[config.mk]
export PLATFORM = sky130hd
export DESIGN_NAME = tlb_rand_idx
export DESIGN_NICKNAME = d
export VERILOG_FILES = /design/src/rtl/tlb_rand_pkg.sv /design/src/rtl/tlb_rand_lcg.sv /design/src/rtl/tlb_rand_urem.sv /design/src/rtl/tlb_rand_idx.sv
export SDC_FILE = /design/constraint.sdc
export NUM_CORES = 1
export LEC_CHECK = 0
export ABC_AREA = 1
export BUFFER_PORTS_ARGS = -buffer_cell sky130_fd_sc_hd__buf_2
export CORE_MARGIN = 4
export CORE_UTILIZATION = 45
export DETAILED_ROUTE_END_ITERATION = 6
export GPL_TIMING_DRIVEN = 1
export PLACE_DENSITY = 0.58
export SETUP_SLACK_MARGIN = 0.02
export SLEW_MARGIN = 20
export SYNTH_ARGS = -nofsm -noshare
export SYNTH_HDL_FRONTEND = slang
export SYNTH_SLANG_ARGS = --single-unit
export TNS_END_PERCENT = 30
[constraint.sdc]
create_clock -name clk_i -period 10.3 [get_ports clk_i]
set_clock_uncertainty 0.1 [all_clocks]
set_input_delay 1.03 -clock clk_i [delete_from_list [all_inputs] [get_ports clk_i]]
set_output_delay 1.03 -clock clk_i [all_outputs]
set_load 0.01 [all_outputs]
[src/rtl/tlb_rand_pkg.sv]
package tlb_rand_pkg;
  localparam int unsigned LCG_W    = 32;
  localparam int unsigned SAMPLE_W = 16;
  localparam logic [LCG_W-1:0] LCG_MUL = 32'd314159;
  localparam logic [LCG_W-1:0] LCG_INC = 32'd1;
endpackage

[src/rtl/tlb_rand_lcg.sv]
module tlb_rand_lcg
  import tlb_rand_pkg::*;
(
  input  logic             clk_i,
  input  logic             rst_ni,
  input  logic             step_i,
  output logic [LCG_W-1:0] state_o,
  output logic [LCG_W-1:0] next_o
);
  logic [LCG_W-1:0] state_q;

  assign next_o  = state_q * LCG_MUL + LCG_INC;
  assign state_o = state_q;

  always_ff @(posedge clk_i or negedge rst_ni) begin
    if (!rst_ni)     state_q <= '0;
    else if (step_i) state_q <= next_o;
  end

  // odd multiplier plus odd increment flips the low bit on every step
  p_parity_flip_r2: assert property (@(posedge clk_i) disable iff (!rst_ni)
    step_i |=> state_q[0] != $past(state_q[0]));

  p_hold_r5: assert property (@(posedge clk_i) disable iff (!rst_ni)
    !step_i |=> state_q == $past(state_q));
endmodule

[src/rtl/tlb_rand_urem.sv]
module tlb_rand_urem #(
  parameter int unsigned DVD_W = 16,
  parameter int unsigned DVS_W = 5
) (
  input  logic             clk_i,
  input  logic             rst_ni,
  input  logic             start_i,
  input  logic [DVD_W-1:0] dividend_i,
  input  logic [DVS_W-1:0] divisor_i,
  output logic             busy_o,
  output logic             done_o,
  output logic [DVS_W-1:0] rem_o
);
  localparam int unsigned CNT_W = $clog2(DVD_W + 1);

  logic [DVD_W-1:0] dvd_q;
  logic [DVS_W-1:0] dvs_q;
  logic [DVS_W-1:0] rem_q;
  logic [CNT_W-1:0] cnt_q;
  logic             busy_q, done_q;
  logic [DVS_W:0]   shifted, trial;
  logic             fits;
  logic [DVS_W-1:0] rem_n;

  always_comb begin
    shifted = {rem_q, dvd_q[DVD_W-1]};
    trial   = shifted - {1'b0, dvs_q};
    fits    = shifted >= {1'b0, dvs_q};
    rem_n   = fits ? trial[DVS_W-1:0] : shifted[DVS_W-1:0];
  end

  always_ff @(posedge clk_i or negedge rst_ni) begin
    if (!rst_ni) begin
      dvd_q  <= '0;
      dvs_q  <= '0;
      rem_q  <= '0;
      cnt_q  <= '0;
      busy_q <= 1'b0;
      done_q <= 1'b0;
    end else begin
      done_q <= 1'b0;
      if (start_i && !busy_q) begin
        dvd_q  <= dividend_i;
        dvs_q  <= divisor_i;
        rem_q  <= '0;
        cnt_q  <= CNT_W'(DVD_W);
        busy_q <= 1'b1;
      end else if (busy_q) begin
        dvd_q <= dvd_q << 1;
        rem_q <= rem_n;
        cnt_q <= cnt_q - 1'b1;
        if (cnt_q == CNT_W'(1)) begin
          busy_q <= 1'b0;
          done_q <= 1'b1;
        end
      end
    end
  end

  assign busy_o = busy_q;
  assign done_o = done_q;
  assign rem_o  = rem_q;

  p_rem_bound_r4: assert property (@(posedge clk_i) disable iff (!rst_ni)
    busy_q |-> rem_q < dvs_q);

  p_done_pulse_r6: assert property (@(posedge clk_i) disable iff (!rst_ni)
    done_q |=> !done_q);
endmodule

[src/rtl/tlb_rand_idx.sv]
module tlb_rand_idx
  import tlb_rand_pkg::*;
#(
  parameter int unsigned TLB_ENTRIES = 16,
  localparam int unsigned IDX_W = $clog2(TLB_ENTRIES),
  localparam int unsigned WIR_W = IDX_W + 1
) (
  input  logic             clk_i,
  input  logic             rst_ni,
  input  logic             req_i,
  input  logic [WIR_W-1:0] wired_i,
  output logic [IDX_W-1:0] idx_o,
  output logic             valid_o,
  output logic             busy_o
);
  localparam logic [WIR_W-1:0] N_ENT = WIR_W'(TLB_ENTRIES);

  logic             accept, in_range, div_busy, div_done, clamp_q;
  logic [LCG_W-1:0] state, next_state;
  logic [WIR_W-1:0] wired_q, rem;
  logic [WIR_W-1:0] sum;

  assign accept   = req_i && !div_busy;
  assign in_range = wired_i < N_ENT;

  tlb_rand_lcg u_lcg (
    .clk_i   (clk_i),
    .rst_ni  (rst_ni),
    .step_i  (accept),
    .state_o (state),
    .next_o  (next_state)
  );

  tlb_rand_urem #(.DVD_W(SAMPLE_W), .DVS_W(WIR_W)) u_urem (
    .clk_i      (clk_i),
    .rst_ni     (rst_ni),
    .start_i    (accept && in_range),
    .dividend_i (next_state[LCG_W-1:LCG_W-SAMPLE_W]),
    .divisor_i  (N_ENT - wired_i),
    .busy_o     (div_busy),
    .done_o     (div_done),
    .rem_o      (rem)
  );

  always_ff @(posedge clk_i or negedge rst_ni) begin
    if (!rst_ni) begin
      wired_q <= '0;
      clamp_q <= 1'b0;
    end else begin
      clamp_q <= accept && !in_range;
      if (accept && in_range) wired_q <= wired_i;
    end
  end

  assign sum     = rem + wired_q;
  assign idx_o   = clamp_q ? IDX_W'(TLB_ENTRIES - 1) : sum[IDX_W-1:0];
  assign valid_o = div_done || clamp_q;
  assign busy_o  = div_busy;

  p_idx_range_r4: assert property (@(posedge clk_i) disable iff (!rst_ni)
    div_done |-> ({1'b0, idx_o} >= wired_q) && ({1'b0, idx_o} < N_ENT));

  p_clamp_r8: assert property (@(posedge clk_i) disable iff (!rst_ni)
    (req_i && !busy_o && wired_i >= N_ENT) |=> valid_o && !busy_o);

  p_valid_at_end_r6: assert property (@(posedge clk_i) disable iff (!rst_ni)
    $fell(busy_o) |-> valid_o);

  p_state_live_r1: assert property (@(posedge clk_i) disable iff (!rst_ni)
    (req_i && busy_o) |=> state == $past(state));
endmodule

; Word level (Yosys, flattened, before mapping)
; Cells that the tools add are included.
; Widths: inputs -> output; s select.
[totals]
ff_bits = 70
inputBits = 8
[classes]
addsub = 5
muxes = 14
n_lt_le_gt_ge = 2
reduce_logical = 8
multipliers = 1
eq_ne = 1
[op_table]
columns = operator, count
row1 = $add 32x1->32 const B, 1
row2 = $mul 32x19->32 const B, 1
row3 = $mux 16, 2
row4 = $mux 5, 5
row5 = $ge 6x5->1, 1
row6 = $mux 1, 6
row7 = $eq 5x1->1 const B, 1
row8 = $lt 5x5->1 const B, 1
row9 = $sub 5x1->5 const B, 1
row10 = $sub 5x5->5, 1
row11 = $sub 5x5->5 const A, 1
row12 = $add 4x4->4, 1
row13 = $logic_and 1x1->1, 4
row14 = $mux 4, 1
row15 = $logic_not 1->1, 2
row16 = $reduce_bool 2->1, 1
row17 = $logic_or 1x1->1, 1

; Depth between registers and ports, before layout
[depth]
word_depth = 5
ltp_mapped = 25
mapped_depth_nobuf = 25

; By module
; From an unflattened synthesis, not the netlist that was laid out.
[hier_totals]
cells_unflattened = 1468
area_unflattened_um2 = 12100.4
[by_module_without_submodules]
columns = module, area_each_um2, instances, cells_each, seq_area_each_um2
row1 = tlb_rand_lcg, 9935.8, 1, 1210, 800.8
row2 = tlb_rand_urem, 1712.9, 1, 203, 825.8
row3 = tlb_rand_idx, 451.7, 1, 55, 125.1

; Worst setup path after synthesis
; OpenSTA, ideal clock, no wires.
[synth_timing]
kind = register to register
from = register u_lcg.state_q[10], in the netlist u_lcg.state_o[10]
to = register u_lcg.state_q[28], in the netlist u_lcg.state_o[28]
stages_incl_launch_ff = 22
setup_slack_ns = 5.296
t_required_ns = 10.071
arrival_time_ns = 4.774
path_cell_list = dfrtp_1 inv_1 fa_1 inv_1 ha_1 inv_1 fa_1 inv_1 fa_1 fa_1 inv_1 fa_1 inv_1 ha_1 a21oi_1 o21ai_0 a21oi_1 nor2_1 nor2_1 nand3_1 nand3_1 o21ai_0
[synth_via]
elab_chain_len = 2
[synth_lines]
columns = element, line
row1 = "start, declared", tlb_rand_lcg.sv:10  ; logic [LCG_W-1:0] state_q;
row2 = "start signal, assigned", tlb_rand_lcg.sv:17  ; else if (step_i) state_q <= next_o;
row3 = $mul 32x19->32, tlb_rand_lcg.sv:12  ; assign next_o = state_q * LCG_MUL + LCG_INC;
row4 = $add 32x1->32, tlb_rand_lcg.sv:12
; Every way passes these cells.
; A chain may end at the register's enable or synchronous reset.

; Worst setup path after layout
[layout_timing]
from = register u_lcg.state_q[9], in the netlist u_lcg.state_o[9]
to = register u_lcg.state_q[13], in the netlist u_lcg.state_o[13]
; The elaborated chain is that of the path after synthesis.

==> impl_metrics.csv <==
group,metric,value,unit
detailed_routing,wirelength,30000,um
floorplan,core,26100,um2
min_path,min_to,"u_urem.done_o$_DFF_PN0_",
worst_setup_path,r2r-start,"u_lcg.state_o[9]$_DFFE_PN0P_",
clock_tree,ctsResizeCount,0,
global_routing,grt_use_total,22.1,%
clock_tree,cts_setup_buffers,0,
sta,fin_tns_setup,0,ps
worst_setup_path,cp_top_family,"adder cells",
worst_setup_path,crit_chain,"inv_1 -> fa_1 -> inv_1 -> ha_1 -> inv_1 -> fa_1 -> inv_1 -> fa_1 -> inv_1 -> fa_1 -> fa_1 -> inv_1 -> ha_1 -> a21oi_1 -> o21ai_0 -> nor2_1 -> nand2_1 -> or2_2 -> nand3_1 -> o21ai_0",
worst_setup_path,path_buf_inv,6,
clock_tree,root_buffer,"clkbuf_16",
worst_setup_path,slowest_stage,"dfrtp_1",
layout,syn_to_final_growth,5.78,%
synth,ys_top_cells_by_area,"fa_1 31%, ha_1 16%, dfrtp_1 15%",
global_routing,antenna_found_initial,0,
worst_setup_path,crit-reg2reg-capture,"u_lcg.state_o[13]$_DFFE_PN0P_",
detailed_routing,route.detailed.drc,0,
min_path,hp-class,"reg2reg",
synth,syn_nets,1807,
clock_tree,clockBufferDepth,2,
worst_setup_path,crit_required,10360,ps
detailed_routing,routedWlPerCell,16.6,um
worst_setup_path,rr_worst_depth,20,
floorplan,die-area,29200,um2
clock_tree,cts_buffers,9,
synth,syn_inst,1458,
layout,drive_above_1_share,3.53,%
sta,grt_setup_unrepaired,"no",
placed_design,dp_cells,1794,
floorplan,rows,59,
synth,ys_ff_latch,70,
sta,worstMarginPinSlew,994,ps
synth,synth_area_per_cell,8.19,um2
placed_design,post_dp_cell_area,12400,um2
global_routing,grt_max_degree,71,
sta,slew_headroom,33.7,%
layout,final_cells,1810,
placed_design,hpwl,25700,um
synth,synth_top_area_share,30.8,%
min_path,hold_path_depth,1,
worst_setup_path,endpoint_kind,"flop",
placed_design,gp_congestion,0.909,
outcome,status,"complete, no violations",
synth,ys_warn_count,0,
detailed_routing,via_per_inst,4.81,
worst_setup_path,crit_path_max_incr_delay,680,ps
detailed_routing,dr.pass1.iters,4,
clock_tree,clock_latency,350,ps
synth,ys_types,45,
clock_tree,h-tree-depth,3,
floorplan,start_util,45.8,%
global_routing,grt_overflow_total,0,
clock_tree,cts_tree,"yes",
run,cap_violations,0,
synth,yosysSeqAreaShare,14.7,%
layout,design_area,12600,um2
worst_setup_path,cp-start-kind,"flop",
sta,layout_min_cycle_time,5970,ps
layout,fillers,2580,
min_path,hold_path_startpoint,"u_urem.cnt_q[4]$_DFFE_PN0P_",
global_routing,grt_pass1_wl,49800,um
clock_tree,clock_sinks,70,
detailed_routing,vias,8709,
floorplan,ios,14,
floorplan,die_w,171,um
clock_tree,cts_hold_buf,0,
sta,fin_crit_sh,58.0,%
worst_setup_path,crit_top_cell,"inv_1",
sta,max_freq,167,MHz
layout,utilization,48.5,%
worst_setup_path,regToRegSetupSlack,4330,ps
worst_setup_path,worstPathMaxFanout,7,
synth,syn_area,11900,um2
detailed_routing,antenna_left,0,
placed_design,io_buffers,13,
worst_setup_path,crit_type,"reg2reg",
synth,yosys.area.top_type,"fa_1",
global_routing,grt_pass1_vias,9266,
sta,hold_viol,0,
layout,final_net_count,1819,
detailed_routing,drt-initial-drc-count,457,
floorplan,die_h,171,um
sta,final_max_slew_viol_count,0,
sta,setup_viol,0,
worst_setup_path,worstPathArrival,6030,ps
clock_tree,clk_pin_slew_worst_paths,70,ps
layout,diodes,0,
-- cells in the final DEF, fill, tap and decap left out, types with 2 or more instances in the layout --
cell,instances
nand2_1,232
nor2_2,2
a22oi_1,2
ha_1,157
clkbuf_16,9
o22ai_1,3
inv_1,466
a31oi_1,6
or2_2,4
buf_4,2
o21ai_1,7
inv_2,2
dfrtp_1,70
o21ai_2,2
nor3_1,9
xor2_1,11
o21bai_1,4
xnor2_1,12
inv_6,2
nand4_1,9
nand2_2,4
buf_2,12
clkinvlp_4,2
o21a_1,2
a21oi_1,38
o21ai_0,59
a21oi_2,2
fa_1,184
a21boi_0,2
nor3_2,2
or2_1,3
nand3b_1,9
nor2_1,65
nand3_1,65
-- metal layers --
| layer | routed length [um] | track usage, % | up-vias | share of wire [%] |
|---|---|---|---|---|
| li1 | - | - | 4358 | - |
| met1 | 14100 | 30.9 | 4174 | 47 |
| met2 | 14200 | 36.7 | 138 | 47 |
| met3 | 892 | 2.82 | 39 | 3.0 |
| met4 | 782 | 5.79 | 0 | 2.6 |
| met5 | 0 | 0 | - | 0 |
-- how the worst max path moves through the flow --
| stage | start | slack [ps] | depth (start not counted) | to |
|---|---|---|---|---|
| 2_1_floorplan | u_lcg.state_o[10]$_DFFE_PN0P_ | 5300 | 21 | u_lcg.state_o[28]$_DFFE_PN0P_ |
| 3_3_place_gp | u_lcg.state_o[9]$_DFFE_PN0P_ | 4350 | 22 | u_urem.dvd_q[3]$_DFFE_PN0P_ |
| 3_5_place_dp | u_lcg.state_o[9]$_DFFE_PN0P_ | 4380 | 22 | u_urem.dvd_q[3]$_DFFE_PN0P_ |
| 4_1_cts | u_lcg.state_o[9]$_DFFE_PN0P_ | 4340 | 22 | u_urem.dvd_q[3]$_DFFE_PN0P_ |
| 5_1_grt | u_lcg.state_o[9]$_DFFE_PN0P_ | 3920 | 21 | u_lcg.state_o[28]$_DFFE_PN0P_ |
| 6_report | u_lcg.state_o[9]$_DFFE_PN0P_ | 4330 | 20 | u_lcg.state_o[13]$_DFFE_PN0P_ |
-- synthesized netlist by cell type (all sizes together) --
| master | n |
|---|---|
| a211oi | 1 |
| a21boi | 2 |
| a21o | 1 |
| a21oi | 40 |
| a22oi | 2 |
| a31oi | 6 |
| a32o | 1 |
| and3 | 1 |
| buf | 9 |
| clkbuf | 4 |
| dfrtp | 70 |
| fa | 184 |
| ha | 157 |
| inv | 469 |
| nand2 | 237 |
| nand2b | 1 |
| nand3 | 66 |
| nand3b | 9 |
| nand4 | 9 |
| nor2 | 67 |
| nor3 | 11 |
| o211ai | 1 |
| o21a | 2 |
| o21ai | 68 |
| o21bai | 5 |
| o22ai | 3 |
| o31ai | 1 |
| or2 | 8 |
| xnor2 | 12 |
| xor2 | 11 |
-- registers in the layout, indices dropped and copies added (netlist names) --
signal / cells
clamp_q: 1
u_urem.busy_o: 1
u_urem.dvs_q: 5
u_urem.dvd_q: 16
wired_q: 4
u_urem.cnt_q: 5
u_urem.done_o: 1
u_lcg.state_o: 32
u_urem.rem_o: 5
-- per-stage QoR --
stage / setup WS [ps] / hold slack, ps
floorplan: 5300 / 339
global placement: 4350 / 361
detailed placement: 4380 / 365
CTS: 4340 / 381
global route: 3920 / 406
finish: 4330 / 379
-- cells by family after synthesis --
family	share of synthesized area [%]
DFF	14.7
AOI/OAI and AO/OA	6.24
buffers and inverters	15.5
xor gates and xnor gates	1.69
and+or+nand+nor	14.7
adders and majority gates	47.3
-- area by class of cell --
cell class	instances	area (um2)	area share, %
Clock buffer	9	225	1.78
Tap cell	335	419	3.32
Timing Repair Buffer	14	75.1	0.594
Sequential cell	70	1750	13.9
Inverter	469	1760	14.0
Multi-Input combinational cell	906	8350	66.0
Clock inverter	7	57.6	0.455
Power is left out: the tool's default activity adds up to more than one toggle a clock period on the data nets, which glitch-free logic cannot reach.
